==> src/rtl/tri_pwm_pkg.sv <==
package tri_pwm_pkg;

  typedef enum logic [1:0] {
    LVL_LOW  = 2'd0,
    LVL_HIGH = 2'd1,
    LVL_MID  = 2'd2
  } lvl_e;

  typedef enum logic [1:0] {
    CMD_LOW  = 2'b00,
    CMD_HIGH = 2'b01,
    CMD_OFF  = 2'b10
  } cmd_e;

  // Map comparator flags to a level; contradictory pair counts as middle.
  function automatic lvl_e classify(input logic above, input logic below);
    if (above && !below) return LVL_HIGH;
    if (below && !above) return LVL_LOW;
    return LVL_MID;
  endfunction

  // Hold-off in clock cycles, rounded up.
  function automatic int hold_cycles(input int hold_ns, input int clk_ps);
    return (hold_ns * 1000 + clk_ps - 1) / clk_ps;
  endfunction

  // Counter width able to hold the value n.
  function automatic int cnt_width(input int n);
    return (n < 2) ? 1 : $clog2(n + 1);
  endfunction

endpackage

==> src/rtl/tri_pwm_sync.sv <==
module tri_pwm_sync #(
  parameter int WIDTH  = 2,
  parameter int STAGES = 2
) (
  input  logic             clk,
  input  logic             rst_n,
  input  logic [WIDTH-1:0] d_async,
  output logic [WIDTH-1:0] d_sync
);
  logic [WIDTH-1:0] stg [STAGES];

  for (genvar g = 0; g < STAGES; g++) begin : g_stage
    if (g == 0) begin : g_first
      always_ff @(posedge clk or negedge rst_n) begin
        if (!rst_n) stg[g] <= '0;
        else        stg[g] <= d_async;
      end
    end else begin : g_next
      always_ff @(posedge clk or negedge rst_n) begin
        if (!rst_n) stg[g] <= '0;
        else        stg[g] <= stg[g-1];
      end
    end
  end

  assign d_sync = stg[STAGES-1];
endmodule

==> src/rtl/tri_pwm_filter.sv <==
module tri_pwm_filter
  import tri_pwm_pkg::*;
#(
  parameter int STABLE = 2
) (
  input  logic clk,
  input  logic rst_n,
  input  lvl_e lvl_in,
  output lvl_e lvl_acc
);
  localparam int CW = cnt_width(STABLE);

  lvl_e          cand;
  logic [CW-1:0] run;
  logic          same;
  logic          ripe;

  assign same = (lvl_in == cand);
  assign ripe = same && (run >= CW'(STABLE - 1));

  always_ff @(posedge clk or negedge rst_n) begin
    if (!rst_n) begin
      cand    <= LVL_MID;
      run     <= '0;
      lvl_acc <= LVL_MID;
    end else begin
      if (!same) begin
        cand <= lvl_in;
        run  <= CW'(1);
      end else if (run < CW'(STABLE - 1)) begin
        run <= run + CW'(1);
      end
      if (ripe) lvl_acc <= cand;
    end
  end
endmodule

==> src/rtl/tri_pwm_holdoff.sv <==
module tri_pwm_holdoff #(
  parameter int HOLD = 50
) (
  input  logic clk,
  input  logic rst_n,
  input  logic acc_mid,
  input  logic raw_mid,
  output logic hold_done
);
  localparam int HW = (HOLD > 1) ? $clog2(HOLD) : 1;

  logic [HW-1:0] cnt;
  logic          arm;
  logic          at_end;

  assign arm       = acc_mid && raw_mid;
  assign at_end    = (cnt == HW'(HOLD - 1));
  assign hold_done = arm && at_end;

  always_ff @(posedge clk or negedge rst_n) begin
    if (!rst_n)       cnt <= '0;
    else if (!arm)    cnt <= '0;
    else if (!at_end) cnt <= cnt + HW'(1);
  end
endmodule

==> src/rtl/tri_pwm_decoder.sv <==
module tri_pwm_decoder
  import tri_pwm_pkg::*;
#(
  parameter int CLK_PS      = 5000,
  parameter int HOLD_NS     = 250,
  parameter int SYNC_STAGES = 2,
  parameter int STABLE      = 2
) (
  input  logic       clk,
  input  logic       rst_n,
  input  logic       above_hi,
  input  logic       below_lo,
  output logic [1:0] cmd,
  output logic       tri_active
);
  localparam int HOLD_CYCLES = hold_cycles(HOLD_NS, CLK_PS);

  logic [1:0] flags_s;
  lvl_e       lvl_raw;
  lvl_e       lvl_acc;
  logic       hold_done;
  cmd_e       cmd_q;
  logic       tri_q;

  tri_pwm_sync #(.WIDTH(2), .STAGES(SYNC_STAGES)) u_sync (
    .clk(clk), .rst_n(rst_n),
    .d_async({above_hi, below_lo}),
    .d_sync(flags_s)
  );

  assign lvl_raw = classify(flags_s[1], flags_s[0]);

  tri_pwm_filter #(.STABLE(STABLE)) u_filt (
    .clk(clk), .rst_n(rst_n),
    .lvl_in(lvl_raw), .lvl_acc(lvl_acc)
  );

  tri_pwm_holdoff #(.HOLD(HOLD_CYCLES)) u_hold (
    .clk(clk), .rst_n(rst_n),
    .acc_mid(lvl_acc == LVL_MID),
    .raw_mid(lvl_raw == LVL_MID),
    .hold_done(hold_done)
  );

  always_ff @(posedge clk or negedge rst_n) begin
    if (!rst_n) begin
      cmd_q <= CMD_OFF;
      tri_q <= 1'b1;
    end else begin
      unique case (lvl_acc)
        LVL_HIGH: begin cmd_q <= CMD_HIGH; tri_q <= 1'b0; end
        LVL_LOW:  begin cmd_q <= CMD_LOW;  tri_q <= 1'b0; end
        default: begin
          if (hold_done) begin
            cmd_q <= CMD_OFF;
            tri_q <= 1'b1;
          end
        end
      endcase
    end
  end

  assign cmd        = cmd_q;
  assign tri_active = tri_q;
endmodule

==> config.mk <==
export PLATFORM = sky130hd
export DESIGN_NAME = tri_pwm_decoder
export DESIGN_NICKNAME = d
export VERILOG_FILES = /design/src/rtl/tri_pwm_pkg.sv /design/src/rtl/tri_pwm_sync.sv /design/src/rtl/tri_pwm_filter.sv /design/src/rtl/tri_pwm_holdoff.sv /design/src/rtl/tri_pwm_decoder.sv
export SDC_FILE = /design/constraint.sdc
export NUM_CORES = 1
export LEC_CHECK = 0
export ABC_AREA = 1
export BUFFER_PORTS_ARGS = -buffer_cell sky130_fd_sc_hd__buf_4
export CAP_MARGIN = 10
export CORE_UTILIZATION = 40
export CTS_CLUSTER_DIAMETER = 40
export DETAILED_ROUTE_END_ITERATION = 6
export PLACE_DENSITY = 0.57
export SYNTH_ARGS = -nofsm -noshare
export SYNTH_HDL_FRONTEND = slang
export SYNTH_SLANG_ARGS = --single-unit
==> constraint.sdc <==
create_clock -name clk -period 1.9 [get_ports clk]
set_clock_uncertainty 0.15 [all_clocks]
set_input_delay 0.095 -clock clk [delete_from_list [all_inputs] [get_ports clk]]
set_output_delay 0.095 -clock clk [all_outputs]
set_load 0.05 [all_outputs]
# Yosys cells after proc, flatten, opt, wreduce, memory -nomap -nowiden

Cells that the tools add are included.

Bits in registers: 19
Bits of input ports: 4
Output and inout port bits: 3
Word-level logic and storage cells: 45

Add/sub/neg operators: 2
$lt $le $gt $ge: 2
Eq/ne operators: 7
Multiplexer cells: 15
Reduce and logical (&&, ||, !) cells: 11

Operator list:

| cell                                                              | number |
|---|---|
| 2-to-1 mux 2 bit                                                  | 7 |
| 2-to-1 mux 6 bit                                                  | 2 |
| adder 6 x 1 -> 6 bit, second input constant                       | 1 |
| equality test 6 bit, second input constant                        | 1 |
| logical AND 1 bit                                                 | 5 |
| 2-to-1 mux 1 bit                                                  | 5 |
| equality test 2 bit, second input constant                        | 2 |
| != test 2 bit, second input constant                              | 2 |
| one-hot mux 2 bit (2 select lines)                                | 1 |
| nonzero test 3 bit                                                | 1 |
| adder 2 x 1 -> 2 bit, second input constant                       | 1 |
| equality test 2 x 1 -> 1 bit, second input constant               | 1 |
| equality test 2 bit                                               | 1 |
| greater-or-equal comparator 2 x 1 -> 1 bit, second input constant | 1 |
| zero test 1 bit                                                   | 2 |
| zero test 2 bit                                                   | 1 |
| < comparator 2 x 1 -> 1 bit, second input constant                | 1 |
| nonzero test 2 bit                                                | 1 |
| OR reduction 2 bit                                                | 1 |

# Depth between registers and ports, before layout

Gate-level depths: netlist of run 1.

Depth in word-level cells: 11
Mapped depth: 8
Gate-level depth less buffers: 8

# Modules after synthesis

A second synthesis of run 1 with hierarchy kept.

Cells, all modules: 99
Area total of the unflattened synthesis: 882.1 um^2

By module, submodules not included:

| module          | instances | cells an instance | area each (um^2) | sequential area each (um^2) |
|---|---|---|---|---|
| tri_pwm_holdoff | 1         | 43                | 340.3            | 150.1 |
| tri_pwm_filter  | 1         | 35                | 294.0            | 152.6 |
| tri_pwm_decoder | 1         | 15                | 132.6            | 77.6 |
| tri_pwm_sync    | 1         | 6                 | 115.1            | 100.1 |

# Least setup slack after synthesis of run 1

OpenSTA, ideal clock, no wires.

Path type: reg2reg
Start point: register u_sync.stg, in the netlist u_sync.d_sync[1]
End point: register u_hold.cnt[0]
Setup time: 0.117 ns
Arrival time: 1.112 ns
Required time: 1.633 ns
Setup slack: 0.521 ns
Cell stages (with the launch flop): 7
Buffers on the path: 0
Period minus slack after synthesis: 1.379 ns
Cells stage by stage: dfrtp_1 ha_1 nand2_2 nor2_4 nand2_1 nand2_1 nand2_1

Cells in the longest elaborated chain, start to end: 9
Elaborated cells between the ends (all ways): 13
Those cells by class: eq/ne: 2; mux: 7; reduce/logical: 4

Ends and longest elaborated chain:

| what                                                        | line                  | text |
|---|---|---|
| start, declared                                             | tri_pwm_sync.sv:10    | `logic [WIDTH-1:0] stg [STAGES];` |
| start signal, assigned by index                             | tri_pwm_sync.sv:21    | `else stg[g] <= stg[g-1];` |
| zero test 1 bit                                             | tri_pwm_pkg.sv:18     | `if (below && !above) return LVL_LOW;` |
| logical AND 1 bit                                           | tri_pwm_pkg.sv:18     |  |
| 2-to-1 mux 1 bit (2 in a row)                               | tri_pwm_pkg.sv:18     |  |
| 2-to-1 mux 2 bit                                            | tri_pwm_pkg.sv:19     | `return LVL_MID;` |
| 2-to-1 mux 2 bit *                                          | tri_pwm_pkg.sv:18     |  |
| via lvl_raw[1]                                              | tri_pwm_decoder.sv:19 | `lvl_e lvl_raw;` |
| equality test 2 bit *                                       | tri_pwm_decoder.sv:41 | `.raw_mid(lvl_raw == LVL_MID),` |
| logical AND 1 bit *                                         | tri_pwm_holdoff.sv:16 | `assign arm = acc_mid && raw_mid;` |
| != test 2 bit (no line) or 2-to-1 mux 6 bit (tied branches) | --                    |  |
| end signal, assigned                                        | tri_pwm_holdoff.sv:23 | `else if (!at_end) cnt <= cnt + HW'(1);` |
| end, declared                                               | tri_pwm_holdoff.sv:12 | `logic [HW-1:0] cnt;` |

The timed path passes the listed nets; every way through them passes the cells marked *. The select of a mux whose other input is x is not followed.
A chain may end at the register's enable or synchronous reset.

# Worst setup path in the final report of run 1

Ends and elaborated chain as after synthesis.

==> impl_results.md, run 1 <==
- Depth of the most critical reg-to-reg path: 6
- PostCTS Resize Cnt: 0
- Worst-Skew Late Latency: a little under 0.3 ns
- ANT nets after route: 0
- Die height: 48.7 µm
- Clock network power share: between 20% and 30%
- PortBufs: 6
- Die width: 48.7 µm
- Area leader, netlist: dfrtp_1
- Status: completed
- WP data arrival: around 1.6 ns
- Syn avg cell area: 8.82 µm²
- Max-slew headroom: 84.0%
- Seq pwr share: between 60% and 70%
- H-tree depth: 1
- Max rail drop VDD: 0.494 mV
- Slew Limit Fails: 0
- Gr ovfl total: 0
- First-pass GRT wire length: between 2 and 2.5 mm
- CP top delay family: simple AND/OR/NAND/NOR gates
- CP Buf/Inv Count: 0
- Sequential share of the synthesized area: 55.0%
- Post-synthesis net count: 108
- Crit path largest cell delay: approximately 0.39 ns
- Critical path endpoint category: flip-flop
- Drt via density: ~4.4
- Crit path kind: reg2reg
- Area of the multi-input gates: ~330 µm²
- Sw Ratio: 27.7%
- Post-synth top area share: a little over two fifths
- CTS Buf Count: 3
- Longest Clk Path Bufs: 2
- Power Total: around 760 µW
- Placed Cells: 130
- Area delta synth->final: 14.8%
- Hold Crit Class: in2async
- Postcts setup bufs: 0
- Final wirelength: 1.36 mm
- Setup WS post-layout: 0.385 ns
- Routability cong.: between 0.7 and 0.8
- Critical Path Sink: u_hold.cnt[0]$_DFFE_PN0P_
- Netlist Area Pre-Place: 873 µm²
- Number of global-route vias before repair: approximately 550
- Max FO, Critical Path: 6
- GR Util All Layers: 13.2%
- Slew @ Worst Pin: 0.240 ns
- DRC: 0
- Design area: 0.00100 mm²
- Worst slack at placement: 0.422 ns
- DRT Pass-1 Iters: 2
- Int Pwr: 552 µW
- Fill cells: 189
- Clock sinks: 19
- Crit share post-route: between 70% and 80%
- Core ar.: 0.00200 mm²
- Vias: 596
- #FFs+latches synth: 19
- Layout cells sized above 1: between 10% and 20%
- Crit path depth: 6
- Switch Pwr: roughly 210 µW
- Reg clk slew, reported paths: approximately 0.10 ns
- DPL Wire Length: around 950 µm
- Root buf cell: clkbuf_4
- Setup TNS: 0 ns
- Cell Area, Placed: about 940 µm²
- Largest cells by area after synthesis: dfrtp_1, nand2_1, dfstp_2, ha_1, inv_1
- Combinational Power Share: 13.9%
- Final nets: 120
- Largest net degree at the start of global routing: 20
- Mapped Cells: around 100
- Fin Hold WS: 0.0467 ns
- Die Area: 0.00237 mm²
- Slowest CP cell: dfrtp_1
- Initial core utilization: 43.6%
- R2r setup slk: 0.38 ns
- Ys Warns: 0
- Pleak: 0.523 nW
- Detailed-route wire length per cell: 9.91 µm
- N_diodes: 0
- Util after Layout: roughly half
- Boundary Pins: 7
- RSZ-0062 raised after global routing: false
- Sequential cell area: 480 µm²
- DRT iter0 DRCs: 3
- Min Tclk post-route: ~1.5 ns
- CTS tree: built
- R2R Path End: u_hold.cnt[0]$_DFFE_PN0P_
- CP Launch Type: flip-flop
- WP data required: 1.94 ns
- Distinct cells, synth: 17
- Most frequent CP cell: nand2_1
- Cells along the critical path: ha_1, nand2_2, nor2_4, nand2_1, nand2_1, nand2_1
- Highest clock rate: 0.660 GHz
- Antenna violations before repair: 0
- Max cap viols: 0
- Reg2reg start: u_sync.d_sync[1]$_DFF_PN0_
- Hold Fails Final Rpt: 0
- Worst setup path startpoint: u_sync.d_sync[1]$_DFF_PN0_
- Final setup viols: 0
- Pwr Density: 762 mW/mm²
- Post-route insts no fill: 137
- Row count: 16
cell usage in the layout, fill, tap and decap left out, types with 2 or more instances in the layout:
cell	instances
dlygate4sd3_1	3
o21bai_1	2
dfstp_2	4
nand2_1	31
buf_4	6
nand4_1	2
nand3_1	7
dfrtp_1	15
nor2_4	2
inv_1	13
nor2_1	10
clkbuf_4	3
ha_1	5
flip-flops by register name, indices dropped and copies added, names as in the netlist:
| signal | flops |
|---|---|
| u_hold.cnt | 6 |
| u_filt.lvl_acc | 2 |
| u_sync.d_sync | 2 |
| tri_active | 1 |
| u_filt.run | 2 |
| u_filt.cand | 2 |
| u_sync.stg | 2 |
| cmd | 2 |
worst min path at each step:
stage | endpoint | from | slack [ns] | cells past startpoint
final | u_hold.cnt[5]$_DFFE_PN0P_ | rst_n | 0.05 | 2
after global routing | u_hold.cnt[1]$_DFFE_PN0P_ | rst_n | 0.04 | 2
after CTS | u_sync.stg[3]$_DFF_PN0_ | rst_n | 0.05 | 2
after detailed placement | u_filt.run[1]$_DFFE_PN0P_ | rst_n | -0.17 | 1
after global placement | u_filt.run[1]$_DFFE_PN0P_ | rst_n | -0.17 | 1
after floorplan | cmd[0]$_DFFE_PN0P_ | rst_n | -0.35 | 0
what timing repair did:
action | 4_1_cts | 5_1_grt
setup endpoints to repair | 0 | 0
endpoints found under the hold margin | 21 | 0
hold buffers | 3 | 0
power by group through the flow:
stage | combinational, mW | clock [mW] | sequential [mW]
after floorplan | 0.0599 | 0 | 0.477
after global placement | 0.101 | 0 | 0.469
final | 0.106 | 0.195 | 0.462
after CTS | 0.108 | 0.207 | 0.463
after detailed placement | 0.102 | 0 | 0.470
after global routing | 0.119 | 0.229 | 0.467
worst reg2reg max path, cell delays in order, from the launching register on:
cell and delay, ns:
dfrtp_1 0.39, ha_1 0.36, nand2_2 0.08, nor2_4 0.15, nand2_1 0.14, nand2_1 0.09, nand2_1 0.05
metal layers:
metal  vias up  GRT usage [%]  routed length (µm)
li1        322              -                   -
met3         2           4.72                  36
met1       264           17.9                 712
met2         8           19.0                 595
met4         0           5.88                  13
met5         -              0                   0
cell usage after synthesis:
library cell and instances:
nand2_1 31, dfrtp_1 15, inv_1 13, nor2_1 10, nand3_1 7, ha_1 5, dfstp_2 4, clkbuf_1 2
nand4_1 2, nor2_4 2, o21bai_1 2, a21oi_1 1, inv_2 1, nand2_2 1, o21ai_0 1, or2_2 1
xnor2_1 1
final cells by class:
type	count	area share (%)
Timing Repair Buffer	9	7.49
Clock buffer	3	2.25
Clock inverter	1	0.499
Multi-Input combinational cell	64	33.2
Tap cell	27	3.37
Inverter	14	5.24
Sequential cell	19	47.9
logic make-up (layout without fill, tap and decap cells):
| family | count (synthesis) | count (layout) | share of synthesized area [%] |
|---|---|---|---|
| buf+inv | 16 | 27 | 6.88 |
| fa+ha+maj | 5 | 5 | 7.16 |
| simple gates | 54 | 54 | 27.1 |
| compound gates | 4 | 4 | 2.86 |
| xor+xnor | 1 | 1 | 1.00 |
| flops | 19 | 19 | 55.0 |
(Power assumes the default switching activity.)
==> inputs of run 2 (changes only) <==
--- a/config.mk
+++ b/config.mk
@@ -11,7 +11,7 @@
 export CORE_UTILIZATION = 40
 export CTS_CLUSTER_DIAMETER = 40
 export DETAILED_ROUTE_END_ITERATION = 6
-export PLACE_DENSITY = 0.57
+export PLACE_DENSITY = 0.59
 export SYNTH_ARGS = -nofsm -noshare
 export SYNTH_HDL_FRONTEND = slang
 export SYNTH_SLANG_ARGS = --single-unit
==> constraint.sdc (replaced) <==
create_clock -name clk -period 1.22 [get_ports clk]
set_clock_uncertainty 0.15 [all_clocks]
set_input_delay 0.061 -clock clk [delete_from_list [all_inputs] [get_ports clk]]
set_output_delay 0.061 -clock clk [all_outputs]
set_load 0.05 [all_outputs]
==> impl_results.md, run 2 (same netlist as run 1, synthesis figures left out) <==
- Layout cells sized above 1: 25.9% (was 17.3%)
- Core ar.: 0.00200 mm² (unchanged)
- H-tree depth: 1 (unchanged)
- Highest clock rate: 0.722 GHz (was 0.660 GHz)
- Vias: 642 (was 596)
- Int Pwr: 903 µW (was 552 µW)
- Drt via density: 4.49 (was 4.35)
- WP data arrival: 1.46 ns (was 1.56 ns)
- R2R Path End: u_hold.cnt[1]$_DFFE_PN0P_ (was u_hold.cnt[0]$_DFFE_PN0P_)
- Util after Layout: 54.6% (was 50.1%)
- DRT Pass-1 Iters: 4 (was 2)
- Sw Ratio: 27.4% (was 27.7%)
- Worst-Skew Late Latency: 0.28 ns (was 0.29 ns)
- Slew Limit Fails: 0 (unchanged)
- Seq pwr share: 57.0% (was 60.5%)
- Clock network power share: 24.4% (was 25.6%)
- Setup WS post-layout: -0.165 ns (was 0.385 ns)
- Routability cong.: 0.765 (was 0.740)
- Commonest cells after routing, fill and taps aside: nand2_1, dfrtp_1, inv_1 (unchanged)
- Die width: 48.7 µm (unchanged)
- Status: finished with violations (was completed)
- Die Area: 0.00237 mm² (unchanged)
- Min Tclk post-route: 1.38 ns (was 1.52 ns)
- Crit path kind: reg2reg (unchanged)
- Root buf cell: clkbuf_4 (unchanged)
- ANT nets after route: 0 (unchanged)
- Post-route insts no fill: 143 (was 137)
- CTS Buf Count: 3 (unchanged)
- Power Total: 1.24 mW (was 764 µW)
- N_diodes: 0 (unchanged)
- PortBufs: 6 (unchanged)
- Reg clk slew, reported paths: 0.10 ns (about the same)
- First-pass GRT wire length: 2.50 mm (was 2.31 mm)
- GR Util All Layers: 13.9% (was 13.2%)
- DRT iter0 DRCs: 15 (was 3)
- Max rail drop VDD: 0.754 mV (was 0.494 mV)
- Switch Pwr: 341 µW (was 212 µW)
- Final wirelength: 1.42 mm (was 1.36 mm)
- Final nets: 126 (was 120)
- Largest register FFs: 6 (unchanged)
- Row count: 16 (unchanged)
- Pleak: 0.561 nW (was 0.523 nW)
- Largest net degree at the start of global routing: 20 (unchanged)
- R2r setup slk: -0.16 ns (was 0.38 ns)
- Number of global-route vias before repair: 624 (was 548)
- Slew @ Worst Pin: 0.236 ns (was 0.240 ns)
- CP Launch Type: flip-flop (unchanged)
- Gr ovfl total: 0 (unchanged)
- Depth of the most critical reg-to-reg path: 7 (was 6)
- Critical path endpoint category: flip-flop (unchanged)
- Combinational Power Share: 18.6% (was 13.9%)
- Hold Crit Class: in2async (unchanged)
- CTS tree: built (unchanged)
- WP data required: 1.30 ns (was 1.94 ns)
- Placed Cells: 135 (was 130)
- Boundary Pins: 7 (unchanged)
- Detailed-route wire length per cell: 9.90 µm (was 9.91 µm)
- DPL Wire Length: 1.05 mm (was 950 µm)
- Final setup viols: 13 (was 0)
- RSZ-0062 raised after global routing: true (was false)
- Max cap viols: 0 (unchanged)
- DRC: 0 (unchanged)
- Commonest non-fill, non-tap cell in the layout: nand2_1 (unchanged)
- Crit share post-route: 114% (was 79.7%)
- Area delta synth->final: 25.2% (was 14.8%)
- Antenna violations before repair: 0 (unchanged)
- Reg2reg start: u_sync.d_sync[1]$_DFF_PN0_ (unchanged)
- Clock sinks: 19 (unchanged)
- Longest Clk Path Bufs: 2 (unchanged)
- Failing checks: negative setup slack
- Pwr Density: 1140 mW/mm² (was 762 mW/mm²)
- Initial core utilization: 43.6% (unchanged)
- Max-slew headroom: 84.3% (was 84.0%)
- Die height: 48.7 µm (unchanged)
- Max FO, Critical Path: 5 (was 6)
- Hold Fails Final Rpt: 0 (unchanged)
- Reg with most FFs: u_hold.cnt (unchanged)
run 2: cell count changes in the layout (fill, tap and decap cells not counted), sizes merged:
cell and delta:
clkinv -1, clkbuf +1, buf +6
run 2: how the worst max path moves through the flow:
stage                                     from                         to  slack [ns]  depth (start not counted)
floorplan           u_sync.d_sync[1]$_DFF_PN0_         cmd[0]$_DFFE_PN0P_       -0.09                          6
global placement    u_sync.d_sync[1]$_DFF_PN0_         cmd[0]$_DFFE_PN0P_       -0.14                          6
detailed placement  u_sync.d_sync[1]$_DFF_PN0_         cmd[0]$_DFFE_PN0P_       -0.18                          6
CTS                 u_sync.d_sync[1]$_DFF_PN0_  u_hold.cnt[1]$_DFFE_PN0P_       -0.17                          7
global route        u_sync.d_sync[1]$_DFF_PN0_  u_hold.cnt[0]$_DFFE_PN0P_       -0.24                          6
finish              u_sync.d_sync[1]$_DFF_PN0_  u_hold.cnt[1]$_DFFE_PN0P_       -0.16                          7
run 2: routing by layer:
layer,global-route usage (%),wire length (µm)
met1,18.9,693
met2,22.2,669
met3,1.89,36
met4,5.88,14
met5,0,0
run 2: power by group through the flow:
| stage | Clock [mW] | Combinational, mW | Sequential [mW] |
|---|---|---|---|
| 5_1_grt | 0.352 | 0.258 | 0.713 |
| 3_5_place_dp | 0 | 0.216 | 0.721 |
| 2_1_floorplan | 0 | 0.108 | 0.747 |
| 3_3_place_gp | 0 | 0.211 | 0.720 |
| 6_report | 0.304 | 0.231 | 0.709 |
| 4_1_cts | 0.324 | 0.234 | 0.709 |
run 2: worst max-delay path, cell delays in order, from the launching register on:
cell	delay (ns)
dfrtp_1	0.41
ha_4	0.31
nand2_4	0.05
nor2_4	0.14
inv_2	0.07
nor2_1	0.10
nand2_1	0.06
nand2_1	0.05
run 2: timing repair:
item | CTS | global route
pin swaps | 3 | 3
endpoints found under the hold margin | 21 | 0
hold buffers | 3 | 0
endpoints found under the setup margin | 15 | 15
gates resized for setup | 3 | 2
setup buffers | 1 | 0
run 2: cell type report:
| type | instances | area [µm²] |
|---|---|---|
| clock buffer | 4 | 26.3 |
| fill | 197 | 908 |
| inverter | 14 | 52.6 |
| multi-input combinational | 64 | 365 |
| sequential | 19 | 480 |
| tap | 27 | 33.8 |
| timing repair buffer | 15 | 135 |
run 2: stage by stage:
step / setup TNS (ns) / hold slack (ns) / area (µm²) / setup slack, ns
2_1_floorplan: -0.308 / -0.385 / 901 / -0.0865
3_3_place_gp: -0.786 / -0.203 / 1010 / -0.138
3_5_place_dp: -1.16 / -0.201 / 1010 / -0.177
4_1_cts: -1.33 / 0.0305 / 1090 / -0.171
5_1_grt: -2.23 / 0.0359 / 1090 / -0.244
6_report: -1.25 / 0.0219 / 1090 / -0.165
==> inputs of run 3 (changes only) <==
==> constraint.sdc (replaced) <==
create_clock -name clk -period 1.22 [get_ports clk]
set_clock_uncertainty 0.15 [all_clocks]
set_input_delay 0.183 -clock clk [delete_from_list [all_inputs] [get_ports clk]]
set_output_delay 0.183 -clock clk [all_outputs]
set_load 0.05 [all_outputs]
==> impl_results.md, run 3 (same netlist as run 1, synthesis figures left out) <==
- Grt met3 use: 1.89% (unchanged)
- Longest Clk Path Bufs: 2 (unchanged)
- Core ar.: 0.00200 mm² (unchanged)
- Area delta synth->final: 25.6% (was 25.2%)
- PortBufs: 6 (unchanged)
- CTS tree: built (unchanged)
- Number of global-route vias before repair: 624 (unchanged)
- Status: finished with violations (unchanged)
- Hold Crit Class: in2async (unchanged)
- Power Total: 1.25 mW (was 1.24 mW)
- Fill cells: 198 (was 197)
- Max cap viols: 0 (unchanged)
- Max rail drop VDD: 0.753 mV (was 0.754 mV)
- Worst setup path startpoint: u_sync.d_sync[1]$_DFF_PN0_ (unchanged)
- Final setup viols: 15 (was 13)
- Commonest non-fill, non-tap cell in the layout: nand2_1 (unchanged)
- Largest net degree at the start of global routing: 20 (unchanged)
- Vias: 642 (unchanged)
- First-pass GRT wire length: 2.50 mm (unchanged)
- Setup TNS: -1.45 ns (was -1.25 ns)
- Detailed-route wire length per cell: 9.88 µm (was 9.90 µm)
- Die Area: 0.00237 mm² (unchanged)
- Crit share post-route: 114% (about the same)
- Grt met1 use: 18.9% (unchanged)
- Die width: 48.7 µm (unchanged)
- Fin Hold WS: 0.144 ns (was 0.0219 ns)
- Root buf cell: clkbuf_4 (unchanged)
- WP data arrival: 1.47 ns (was 1.46 ns)
- Max-slew headroom: 84.3% (about the same)
- Layout cells sized above 1: 25.9% (unchanged)
- CP Launch Type: flip-flop (unchanged)
- DRT Pass-1 Iters: 4 (unchanged)
- Drt via density: 4.49 (unchanged)
- Highest clock rate: 0.722 GHz (about the same)
- Slew @ Worst Pin: 0.236 ns (about the same)
- GR Util All Layers: 13.9% (unchanged)
- DRC: 0 (unchanged)
- Global routing's busiest layer: met2 (unchanged)
- Cells along the critical path: ha_4, nand2_4, nor2_4, inv_2, nor2_1, nand2_1, nand2_1 (unchanged)
- Slowest CP cell: dfrtp_1 (unchanged)
- Slew Limit Fails: 0 (unchanged)
- Boundary Pins: 7 (unchanged)
- Hold Fails Final Rpt: 0 (unchanged)
- CTS Buf Count: 3 (unchanged)
- Failing checks: negative setup slack (unchanged)
- Gr ovfl total: 0 (unchanged)
- Row count: 16 (unchanged)
- Min Tclk post-route: 1.39 ns (was 1.38 ns)
- Most frequent CP cell: nand2_1 (unchanged)
- Reg2reg start: u_sync.d_sync[1]$_DFF_PN0_ (unchanged)
- Final nets: 126 (unchanged)
- Reg clk slew, reported paths: 0.10 ns (about the same)
- WP data required: 1.30 ns (about the same)
- CP Buf/Inv Count: 1 (unchanged)
- Pleak: 0.562 nW (was 0.561 nW)
- Max FO, Critical Path: 5 (unchanged)
- Reg with most FFs: u_hold.cnt (unchanged)
- Antenna violations before repair: 0 (unchanged)
- Die height: 48.7 µm (unchanged)
- Util after Layout: 54.8% (was 54.6%)
- Post-route insts no fill: 143 (unchanged)
- Worst-Skew Late Latency: 0.28 ns (about the same)
- Commonest cells after routing, fill and taps aside: nand2_1, dfrtp_1, inv_1 (unchanged)
- Critical path endpoint category: flip-flop (unchanged)
- DRT iter0 DRCs: 15 (unchanged)
- Clock sinks: 19 (unchanged)
- DPL Wire Length: 1.05 mm (unchanged)
- Setup WS post-layout: -0.166 ns (was -0.165 ns)
- ANT nets after route: 0 (unchanged)
- Global Route met2 Usage: 22.2% (unchanged)
- Pwr Density: 1140 mW/mm² (about the same)
- Final wirelength: 1.41 mm (was 1.42 mm)
- CP top delay family: flip-flops (unchanged)
- N_diodes: 0 (unchanged)
- Initial core utilization: 43.6% (unchanged)
- Largest register FFs: 6 (unchanged)
- Routability cong.: 0.765 (unchanged)
- Crit path largest cell delay: 0.41 ns (about the same)
- H-tree depth: 1 (unchanged)
- RSZ-0062 raised after global routing: true (unchanged)
- Placed Cells: 135 (unchanged)
- Crit path kind: reg2reg (unchanged)
## run 3: worst register-to-register path, stage by stage (launching register included)
cell     delay (ns)
dfrtp_1        0.41
ha_4           0.31
nand2_4        0.05
nor2_4         0.14
inv_2          0.07
nor2_1         0.10
nand2_1        0.06
nand2_1        0.05
## run 3: layout make-up
cell class	count	area (µm²)	area share [%]
Timing Repair Buffer	15	139	12.7
Inverter	14	52.6	4.79
Clock buffer	4	26.3	2.39
Sequential cell	19	480	43.8
Tap cell	27	33.8	3.08
Multi-Input combinational cell	64	365	33.3
## run 3: power breakdown
group / internal [mW] / total, mW / switching [mW]
Clock: 0.127 / 0.304 / 0.177
Sequential: 0.678 / 0.710 / 0.0318
Combinational: 0.101 / 0.235 / 0.133
## run 3: worst paths after layout
kind,end,slack (ns),cells after the start
min in group clk,u_sync.d_sync[1]$_DFF_PN0_,0.21,0
setup / recovery,u_hold.cnt[1]$_DFFE_PN0P_,-0.17,7
max in group asynchronous,cmd[1]$_DFFE_PN1P_,0.51,2
setup reg to reg,u_hold.cnt[1]$_DFFE_PN0P_,-0.17,7
hold reg to reg,u_sync.d_sync[1]$_DFF_PN0_,0.21,0
hold / removal,u_filt.run[0]$_DFFE_PN0P_,0.14,2
## run 3: per-layer routing
layer,vias up,routed length [µm]
met3,2,36
met5,-,0
li1,334,-
met1,298,693
met2,8,668
met4,0,14
## run 3: timing repair
action,in CTS,in global routing
setup endpoints to repair,15,16
endpoints found under the hold margin,21,0
buffers inserted,1,0
hold buffers,3,0
pin swaps,3,3
gates cloned,0,0
resized for setup,4,2
## run 3: metrics by stage
| stage | worst slack, ns | cell area, µm² |
|---|---|---|
| final | -0.166 | 1100 |
| after global routing | -0.244 | 1100 |
| after CTS | -0.171 | 1090 |
| after detailed placement | -0.177 | 1010 |
| after global placement | -0.138 | 1010 |
| after floorplan | -0.0865 | 901 |
